==> src/rtl/mwrf_pkg.sv <==
package mwrf_pkg;
   // Access size codes shared by all ports
   localparam logic [1:0] SZ_BYTE = 2'd0;
   localparam logic [1:0] SZ_WORD = 2'd1;
   localparam logic [1:0] SZ_LONG = 2'd2;
   // Byte lanes in one register: [3] ext high, [2] ext low, [1] low-half high, [0] low-half low
   localparam int LANES = 4;
endpackage

==> src/rtl/mwrf_lane_decode.sv <==
module mwrf_lane_decode
   import mwrf_pkg::*;
#(
   parameter int NREG = 8
) (
   input  logic [$clog2(NREG):0]   idx,
   input  logic [1:0]              size,
   output logic [$clog2(NREG)-1:0] rsel,
   output logic [LANES-1:0]        be,
   output logic [1:0]              lane
);
   localparam int RSEL_W = $clog2(NREG);

   logic upper;

   always_comb begin
      rsel  = idx[RSEL_W-1:0];
      upper = idx[RSEL_W];
      unique case (size)
         SZ_BYTE: begin
            be   = upper ? 4'b0001 : 4'b0010;
            lane = upper ? 2'd0 : 2'd1;
         end
         SZ_WORD: begin
            be   = upper ? 4'b1100 : 4'b0011;
            lane = upper ? 2'd2 : 2'd0;
         end
         default: begin
            be   = 4'b1111;
            lane = 2'd0;
         end
      endcase
   end
endmodule

==> src/rtl/mwrf_wr_align.sv <==
module mwrf_wr_align
   import mwrf_pkg::*;
#(
   parameter int BYTE_W = 8
) (
   input  logic [1:0]              size,
   input  logic [LANES*BYTE_W-1:0] din,
   output logic [LANES*BYTE_W-1:0] dout
);
   // Replicate narrow data into every lane; the byte enables pick the lanes
   always_comb begin
      unique case (size)
         SZ_BYTE: dout = {LANES{din[BYTE_W-1:0]}};
         SZ_WORD: dout = {(LANES/2){din[2*BYTE_W-1:0]}};
         default: dout = din;
      endcase
   end
endmodule

==> src/rtl/mwrf_rd_port.sv <==
module mwrf_rd_port
   import mwrf_pkg::*;
#(
   parameter int NREG   = 8,
   parameter int BYTE_W = 8
) (
   input  logic [LANES*BYTE_W-1:0] rows [NREG],
   input  logic [$clog2(NREG):0]   idx,
   input  logic [1:0]              size,
   input  logic                    wr_en,
   input  logic [$clog2(NREG)-1:0] wr_rsel,
   input  logic [LANES-1:0]        wr_be,
   input  logic [LANES*BYTE_W-1:0] wr_word,
   output logic [LANES*BYTE_W-1:0] dout
);
   localparam int RSEL_W = $clog2(NREG);
   localparam int DATA_W = LANES * BYTE_W;

   logic [RSEL_W-1:0] rsel;
   logic [LANES-1:0]  be_unused;
   logic [1:0]        lane;
   logic [DATA_W-1:0] stored;
   logic [DATA_W-1:0] merged;
   logic              hit;

   mwrf_lane_decode #(.NREG(NREG)) u_dec (
      .idx (idx),
      .size(size),
      .rsel(rsel),
      .be  (be_unused),
      .lane(lane)
   );

   assign stored = rows[rsel];
   assign hit    = wr_en && (wr_rsel == rsel);

   // Per-lane forwarding: only bytes the write touches take the new data
   for (genvar k = 0; k < LANES; k++) begin : g_fwd
      assign merged[k*BYTE_W +: BYTE_W] = (hit && wr_be[k]) ?
                                          wr_word[k*BYTE_W +: BYTE_W] :
                                          stored[k*BYTE_W +: BYTE_W];
   end

   always_comb begin
      dout = '0;
      unique case (size)
         SZ_BYTE: dout[BYTE_W-1:0]   = merged[int'(lane)*BYTE_W +: BYTE_W];
         SZ_WORD: dout[2*BYTE_W-1:0] = merged[int'(lane)*BYTE_W +: 2*BYTE_W];
         default: dout = merged;
      endcase
   end
endmodule

==> src/rtl/mwrf_regfile.sv <==
module mwrf_regfile
   import mwrf_pkg::*;
#(
   parameter int NREG   = 8,
   parameter int BYTE_W = 8
) (
   input  logic                    clk,
   input  logic                    rst_n,
   input  logic                    wr_en,
   input  logic [$clog2(NREG):0]   wr_idx,
   input  logic [1:0]              wr_size,
   input  logic [4*BYTE_W-1:0]     wr_data,
   input  logic [$clog2(NREG):0]   ra_idx,
   input  logic [1:0]              ra_size,
   output logic [4*BYTE_W-1:0]     ra_data,
   input  logic [$clog2(NREG):0]   rb_idx,
   input  logic [1:0]              rb_size,
   output logic [4*BYTE_W-1:0]     rb_data
);
   localparam int RSEL_W = $clog2(NREG);
   localparam int DATA_W = LANES * BYTE_W;

   if (NREG < 2 || (NREG & (NREG - 1)) != 0) begin : g_chk_nreg
      $error("mwrf_regfile: NREG must be a power of two, at least 2");
   end
   if (BYTE_W < 1) begin : g_chk_byte
      $error("mwrf_regfile: BYTE_W must be positive");
   end
   if (DATA_W != 4 * BYTE_W) begin : g_chk_lanes
      $error("mwrf_regfile: lane count must be four");
   end

   logic [DATA_W-1:0] rows [NREG];
   logic [RSEL_W-1:0] w_rsel;
   logic [LANES-1:0]  w_be;
   logic [1:0]        w_lane_unused;
   logic [DATA_W-1:0] w_word;

   mwrf_lane_decode #(.NREG(NREG)) u_wdec (
      .idx (wr_idx),
      .size(wr_size),
      .rsel(w_rsel),
      .be  (w_be),
      .lane(w_lane_unused)
   );

   mwrf_wr_align #(.BYTE_W(BYTE_W)) u_walign (
      .size(wr_size),
      .din (wr_data),
      .dout(w_word)
   );

   always_ff @(posedge clk or negedge rst_n) begin
      if (!rst_n) begin
         for (int r = 0; r < NREG; r++) rows[r] <= '0;
      end else if (wr_en) begin
         for (int k = 0; k < LANES; k++) begin
            if (w_be[k]) rows[w_rsel][k*BYTE_W +: BYTE_W] <= w_word[k*BYTE_W +: BYTE_W];
         end
      end
   end

   mwrf_rd_port #(.NREG(NREG), .BYTE_W(BYTE_W)) u_rda (
      .rows   (rows),
      .idx    (ra_idx),
      .size   (ra_size),
      .wr_en  (wr_en),
      .wr_rsel(w_rsel),
      .wr_be  (w_be),
      .wr_word(w_word),
      .dout   (ra_data)
   );

   mwrf_rd_port #(.NREG(NREG), .BYTE_W(BYTE_W)) u_rdb (
      .rows   (rows),
      .idx    (rb_idx),
      .size   (rb_size),
      .wr_en  (wr_en),
      .wr_rsel(w_rsel),
      .wr_be  (w_be),
      .wr_word(w_word),
      .dout   (rb_data)
   );

   // Storage checks, one set per register
   for (genvar r = 0; r < NREG; r++) begin : g_ast
      AST_RESET_CLEAR: assert property (@(posedge clk)
         !rst_n |=> rows[r] == '0);
      AST_LONG_LANDS: assert property (@(posedge clk) disable iff (!rst_n)
         wr_en && wr_size[1] && wr_idx[RSEL_W-1:0] == r |=> rows[r] == $past(wr_data));
      AST_BYTE_KEEPS_EXT: assert property (@(posedge clk) disable iff (!rst_n)
         wr_en && wr_size == SZ_BYTE && wr_idx[RSEL_W-1:0] == r
         |=> $stable(rows[r][DATA_W-1:2*BYTE_W]));
      AST_IDLE_HOLDS: assert property (@(posedge clk) disable iff (!rst_n)
         !wr_en |=> $stable(rows[r]));
   end

   // Port-level checks
   AST_ZEXT_BYTE: assert property (@(posedge clk) disable iff (!rst_n)
      ra_size == SZ_BYTE |-> ra_data[DATA_W-1:BYTE_W] == '0);
   AST_ZEXT_WORD: assert property (@(posedge clk) disable iff (!rst_n)
      rb_size == SZ_WORD |-> rb_data[DATA_W-1:2*BYTE_W] == '0);
   AST_FWD_LONG: assert property (@(posedge clk) disable iff (!rst_n)
      wr_en && wr_size[1] && ra_size[1] && ra_idx[RSEL_W-1:0] == wr_idx[RSEL_W-1:0]
      |-> ra_data == wr_data);
endmodule

==> config.mk <==
export PLATFORM = sky130hd
export DESIGN_NAME = mwrf_regfile
export DESIGN_NICKNAME = d
export VERILOG_FILES = /design/src/rtl/mwrf_pkg.sv /design/src/rtl/mwrf_lane_decode.sv /design/src/rtl/mwrf_wr_align.sv /design/src/rtl/mwrf_rd_port.sv /design/src/rtl/mwrf_regfile.sv
export SDC_FILE = /design/constraint.sdc
export NUM_CORES = 1
export LEC_CHECK = 0
export BUFFER_PORTS_ARGS = -buffer_cell sky130_fd_sc_hd__buf_2
export CAP_MARGIN = 20
export CORE_MARGIN = 8
export CORE_UTILIZATION = 45
export DETAILED_ROUTE_END_ITERATION = 10
export GPL_ROUTABILITY_DRIVEN = 1
export PLACE_DENSITY = 0.65
export SYNTH_ARGS = -nofsm -noshare
export SYNTH_HDL_FRONTEND = slang
export SYNTH_HIERARCHICAL = 1
export SYNTH_SLANG_ARGS = --single-unit
==> constraint.sdc <==
create_clock -name clk -period 2.6 [get_ports clk]
set_clock_uncertainty 0.05 [all_clocks]
set_input_delay 0.52 -clock clk [delete_from_list [all_inputs] [get_ports clk]]
set_output_delay 0.52 -clock clk [all_outputs]
set_load 0.03 [all_outputs]
== Yosys cells after proc, flatten, opt, wreduce, memory -nomap -nowiden ==
Cells that the tools add are included.

* Register bits after elaboration: 256
* Bits of input ports: 53
* Output and inout port bits: 64
* Logic and storage cells: 89

* $lt $le $gt $ge: 4
* Equality and inequality tests: 5
* Shift-type cells: 4
* Multiplexer cells: 49
* Bitwise gates (word level): 3
* Reduce and logical (&&, ||, !) cells: 16

{| class="wikitable"
|+ Operator list
! cell !! count
|-
| 256-bit 2-to-1 mux || 7
|-
| 256-bit bitwise mux || 4
|-
| 32-bit demux with 3-bit select || 4
|-
| 32-bit binary-select mux with 3-bit select || 2
|-
| 32-bit 2-to-1 mux || 5
|-
| 8-bit 2-to-1 mux || 9
|-
| 32-bit one-hot mux with 2 select lines || 1
|-
| 8-bit one-hot mux with 2 select lines || 4
|-
| 32-bit by 6-bit indexed part select with 16-bit output || 2
|-
| 32-bit by 6-bit indexed part select with 8-bit output || 2
|-
| 16-bit 2-to-1 mux || 3
|-
| 24-bit 2-to-1 mux || 1
|-
| 4-bit >= comparator (second input constant) || 3
|-
| 3-bit NOT with 4-bit output || 3
|-
| 1-bit logical AND || 11
|-
| 2-bit one-hot mux with 2 select lines || 2
|-
| 4-bit one-hot mux with 2 select lines || 1
|-
| 2-bit by 1-bit == test with 1-bit output (second input constant) || 3
|-
| 3-bit == test || 2
|-
| 2-bit logical NOT || 3
|-
| 2-bit 2-to-1 mux || 3
|-
| 4-bit by 1-bit less-than comparator with 1-bit output (second input constant) || 1
|-
| 4-bit 2-to-1 mux || 1
|-
| 2-bit OR reduction || 2
|-
| 1-bit 2-to-1 mux || 2
|}

== Logic depth before layout (Yosys ltp) ==
* Depth in word-level cells: 16
* Gate-level depth with buffers: 10

== Modules after synthesis ==
The synthesis kept the hierarchy.

{| class="wikitable"
|+ By module, submodules not included
! module !! instances !! cells an instance !! area an instance (sq um) !! sequential area each (sq um)
|-
| mwrf_regfile || 1 || 571 || 9884.5 || 6406.1
|-
| mwrf_rd_port || 2 || 323 || 3059.2 || 0.0
|-
| mwrf_wr_align || 1 || 53 || 464.2 || 0.0
|-
| mwrf_lane_decode || 3 || 11 || 71.3 || 0.0
|}

== Worst setup path before layout ==
Ideal clock, no wire load.

* Kind: input to output
* Start: input port wr_size[1]
* End: output port ra_data[8]
* Arrival time: 2585 ps
* Data required time: 2030 ps
* Slack: -555 ps
* Stages: 7
* Cell sequence: buf_6 > buf_6 > o21ai_0 > nand3_1 > a21oi_1 > a2111oi_2 > a221oi_1

{| class="wikitable"
|+ RTL lines
! element !! line !! source
|-
| from (decl) || mwrf_regfile.sv:11 || <nowiki>input logic [1:0] wr_size,</nowiki>
|-
| 2-bit by 1-bit == test with 1-bit output or 2-bit logical NOT (tied branches) || -- ||
|-
| 32-bit one-hot mux with 2 select lines * || mwrf_wr_align.sv:12 || <nowiki>unique case (size)</nowiki>
|-
| net w_word[24] || mwrf_regfile.sv:37 || <nowiki>logic [DATA_W-1:0] w_word;</nowiki>
|-
| 8-bit 2-to-1 mux * || mwrf_rd_port.sv:39 || <nowiki>assign merged[k*BYTE_W +: BYTE_W] = (hit && wr_be[k]) ?</nowiki>
|-
| 32-bit by 6-bit indexed part select with 16-bit output * || mwrf_rd_port.sv:48 || <nowiki>SZ_WORD: dout[2*BYTE_W-1:0] = merged[int'(lane)*BYTE_W +: 2*BYTE_W];</nowiki>
|-
| 8-bit one-hot mux with 2 select lines * || mwrf_rd_port.sv:46 || <nowiki>unique case (size)</nowiki>
|-
| to (decl) || mwrf_regfile.sv:15 || <nowiki>output logic [4*BYTE_W-1:0] ra_data,</nowiki>
|}

The timed path passes the listed nets; every way through them passes the cells marked *.

== Worst setup path after layout ==
* Start: register rows[72] in the netlist's numbering
* End: output port rb_data[8]

* Word-level cells in the longest chain between the ends: 6

{| class="wikitable"
|+ Ends and longest elaborated chain
! element !! line !! source
|-
| from (decl) || mwrf_regfile.sv:33 || <nowiki>logic [DATA_W-1:0] rows [NREG];</nowiki>
|-
| from (signal, indexed assignment) || mwrf_regfile.sv:58 || <nowiki>if (w_be[k]) rows[w_rsel][k*BYTE_W +: BYTE_W] <= w_word[k*BYTE_W +: BYTE_W];</nowiki>
|-
| 32-bit binary-select mux with 3-bit select * || mwrf_rd_port.sv:34 || <nowiki>assign stored = rows[rsel];</nowiki>
|-
| 32-bit 2-to-1 mux (implied by the code) * (2 in a row) || mwrf_rd_port.sv:34 ||
|-
| 8-bit 2-to-1 mux * || mwrf_rd_port.sv:39 ||
|-
| 32-bit by 6-bit indexed part select with 16-bit output || mwrf_rd_port.sv:48 ||
|-
| 8-bit one-hot mux with 2 select lines * || mwrf_rd_port.sv:46 ||
|-
| to (decl) || mwrf_regfile.sv:18 || <nowiki>output logic [4*BYTE_W-1:0] rb_data</nowiki>
|}

Mark *: on every way between the ends. The rest lies on a longest branch, timed or not. The select of a mux whose other input is x is not followed.

==> summary.md <==
| Metric | Value |
|---|---|
| Slowest cell on crit path | mux4_2 |
| Clk slew on worst S/H paths | 0.06 ns |
| Initial Util | 45.5% |
| Largest regs | rows (256) |
| Max FFs per register | 256 |
| Biggest register | rows |
| Clock power frac | 26.6% |
| Relative slew slack | 60.2% |
| Crit end category | output port |
| Number of remaining DRC errors | 0 |
| Synthesized area | 16600 µm² |
| Num CTS Buffers | 30 |
| R2R Path Start | rows[142] |
| Crit path largest cell delay | 0.45 ns |
| Port bufs | 116 |
| RSZ-0062 raised after global routing | yes |
| Vias in the first global route | 14694 |
| Min-Delay Path Class | input port to flop |
| Hold slack final | 0.338 ns |
| Largest net degree at the start of global routing | 69 |
| FF-to-FF path depth | 2 |
| Power Dens Cells | 731 nW/µm² |
| Root Driver | clkbuf_16 |
| Ratio of cells with drive above 1 in the final layout | 67.0% |
| Fin worst setup slack | -0.556 ns |
| Power share of the sequential group | 33.2% |
| Comb power frac | 40.1% |
| # rows | 70 |
| Period utilisation layout | 121% |
| Pre-antenna DRT Iters | 5 |
| Average routed wire per standard cell | 28.3 µm |
| Worst Tran Pin Value | 0.597 ns |
| Min Tclk post-route | 3.16 ns |
| Syn Nets | 1345 |
| Post-DP HPWL | 44600 µm |
| R2R setup slack | 1.62 ns |
| Vias | 14176 |
| Fmax | 317 MHz |
| TritonCTS clock tree | done |
| Area Growth Syn to Fin | 46.2% |
| P_int | 0.0118 W |
| Critical path peak fanout | 2 |
| Synthesized instance count | 1292 |
| Required time of the critical path | 2.03 ns |
| Skew-Pair Late Insertion Delay | 0.58 ns |
| First-pass GRT wire length | 94000 µm |
| Failing checks | setup timing |
| # Max-Cap Violations | 0 |
| Switching power | 0.00592 W |
| Synth warnings | 6 |
| Hold depth | 3 |
| Pleak | 10.4 nW |
| Most common cell on crit path | buf_6 |
| Syn_area_per_cell | 12.9 µm² |
| VDD IR max | 533 µV |
| IO Count | 117 |
| Net Sw Frac | 33.4% |
| Hold Path End | rows[229] |
| Remaining global-route overflow | 0 |
| Initial antenna violation count | 0 |
| ANT nets after route | 0 |
| Die X | 208 µm |
| Clock sink count | 256 |
| Longest Clk Path Bufs | 3 |
| CP Cell Sequence | buf_6 -> mux4_2 -> mux2_4 -> and3_4 -> a2111oi_4 -> a221oi_4 -> buf_6 |
| Final hold viol count | 0 |
| Status | finished, violations left |
| Reg-to-Reg End | rows[142] |
| # nets final | 1798 |
| WL final | 63300 µm |
| CORE AREA | 36500 µm² |
| Slew Viols, Final | 0 |
| Startpoint types | flop |
| Routability cong. | 0.981 |
| Total power | 0.0177 W |
| Die H | 208 µm |
| DR vias/cell | 6.34 |
| Max H-tree Level | 1 |
| Gr usage total | 28.3% |
| Arr. time, crit path | 2.59 ns |
| DRT iter0 DRCs | 1244 |
| Endpoints failing setup | 54 |
| Worst hold start | wr_data[5] |
| Critical path type | flop to output port |
| Die area | 43300 µm² |
==> how the worst max path moves through the flow <==
stage,cells after the start,from,to
after detailed placement,9,rb_size[1],rb_data[0]
final,7,rows[72],rb_data[8]
after CTS,7,rows[72],rb_data[8]
after global placement,9,rb_size[1],rb_data[0]
after floorplan,9,rb_idx[0],rb_data[4]
after global routing,7,rows[72],rb_data[8]
==> per-stage QoR <==
step           setup TNS, ns  cell area, µm²  instances  setup slack, ns  util [%]
2_1_floorplan          -3.18           17000       1292           -0.218         -
3_3_place_gp          -20.87           20100       2093           -0.599      55.1
3_5_place_dp          -22.16           20100       2093           -0.630      55.1
4_1_cts               -14.69           23500       2207           -0.530      64.4
5_1_grt               -17.31           24300       2236           -0.596      66.5
6_report              -15.26           24300       2237           -0.556      66.5
==> area by class of cell <==
class / instances / area, µm²
well taps: 468 / 586
flip-flops and latches: 256 / 6410
inverters: 8 / 30.0
repair buffers: 515 / 5100
clock inverters: 11 / 189
multi-input cells: 934 / 11100
fillers: 2494 / 12200
diodes: 1 / 2.50
clock buffers: 44 / 925
==> critical path, delay by kind of cell (launching register included) <==
| kind | cells | cell delay (ns) |
|---|---|---|
| multiplexers | 2 | 0.74 |
| flip-flops | 1 | 0.40 |
| AO/OA/AOI/OAI | 2 | 0.38 |
| buffers and inverters | 2 | 0.29 |
| AND/OR/NAND/NOR | 1 | 0.19 |
==> cells in the final DEF, fill, tap and decap left out, types with 7 or more instances in the layout <==
cell	count
a211oi_4	10
a21oi_1	8
a21oi_2	11
a221o_2	10
a22oi_1	10
a22oi_2	32
and2_4	13
and3_4	8
and4_4	14
buf_12	46
buf_2	40
buf_4	285
buf_6	125
buf_8	7
clkbuf_16	33
clkbuf_8	10
dfrtp_1	256
inv_1	8
mux2_1	38
mux2_2	223
mux2_4	27
mux2i_1	91
mux2i_2	11
mux2i_4	16
mux4_2	92
nand2_1	27
nand2_2	7
nand2b_1	13
nand2b_4	7
nor2_1	47
nor2_2	22
nor2_4	30
nor3_4	20
o21ai_0	10
o21ai_1	12
o32a_1	8
==> per-layer routing <==
layer	global-route usage, %	up-vias	share of wire, %
met5	0	-	0
met4	14.0	0	5.9
met1	36.2	7330	39
li1	-	5895	-
met3	5.77	203	8.2
met2	45.5	748	47
==> power by group through the flow <==
stage,sequential [W],clock [W],combinational [W]
final,0.00589,0.00473,0.00712
after global routing,0.00602,0.00494,0.00739
after CTS,0.00584,0.00477,0.00674
after detailed placement,0.00586,0,0.00568
after global placement,0.00577,0,0.00557
after floorplan,0.00558,0,0.00369
==> repair_timing <==
item	CTS	global route
hold buffers	1	0
endpoints found under the setup margin	64	63
pin swaps	103	65
buffers inserted	57	32
hold endpoints to repair	59	0
gates resized for setup	417	122
gates cloned	8	4
Note: power is estimated with default switching activity, not from simulation.
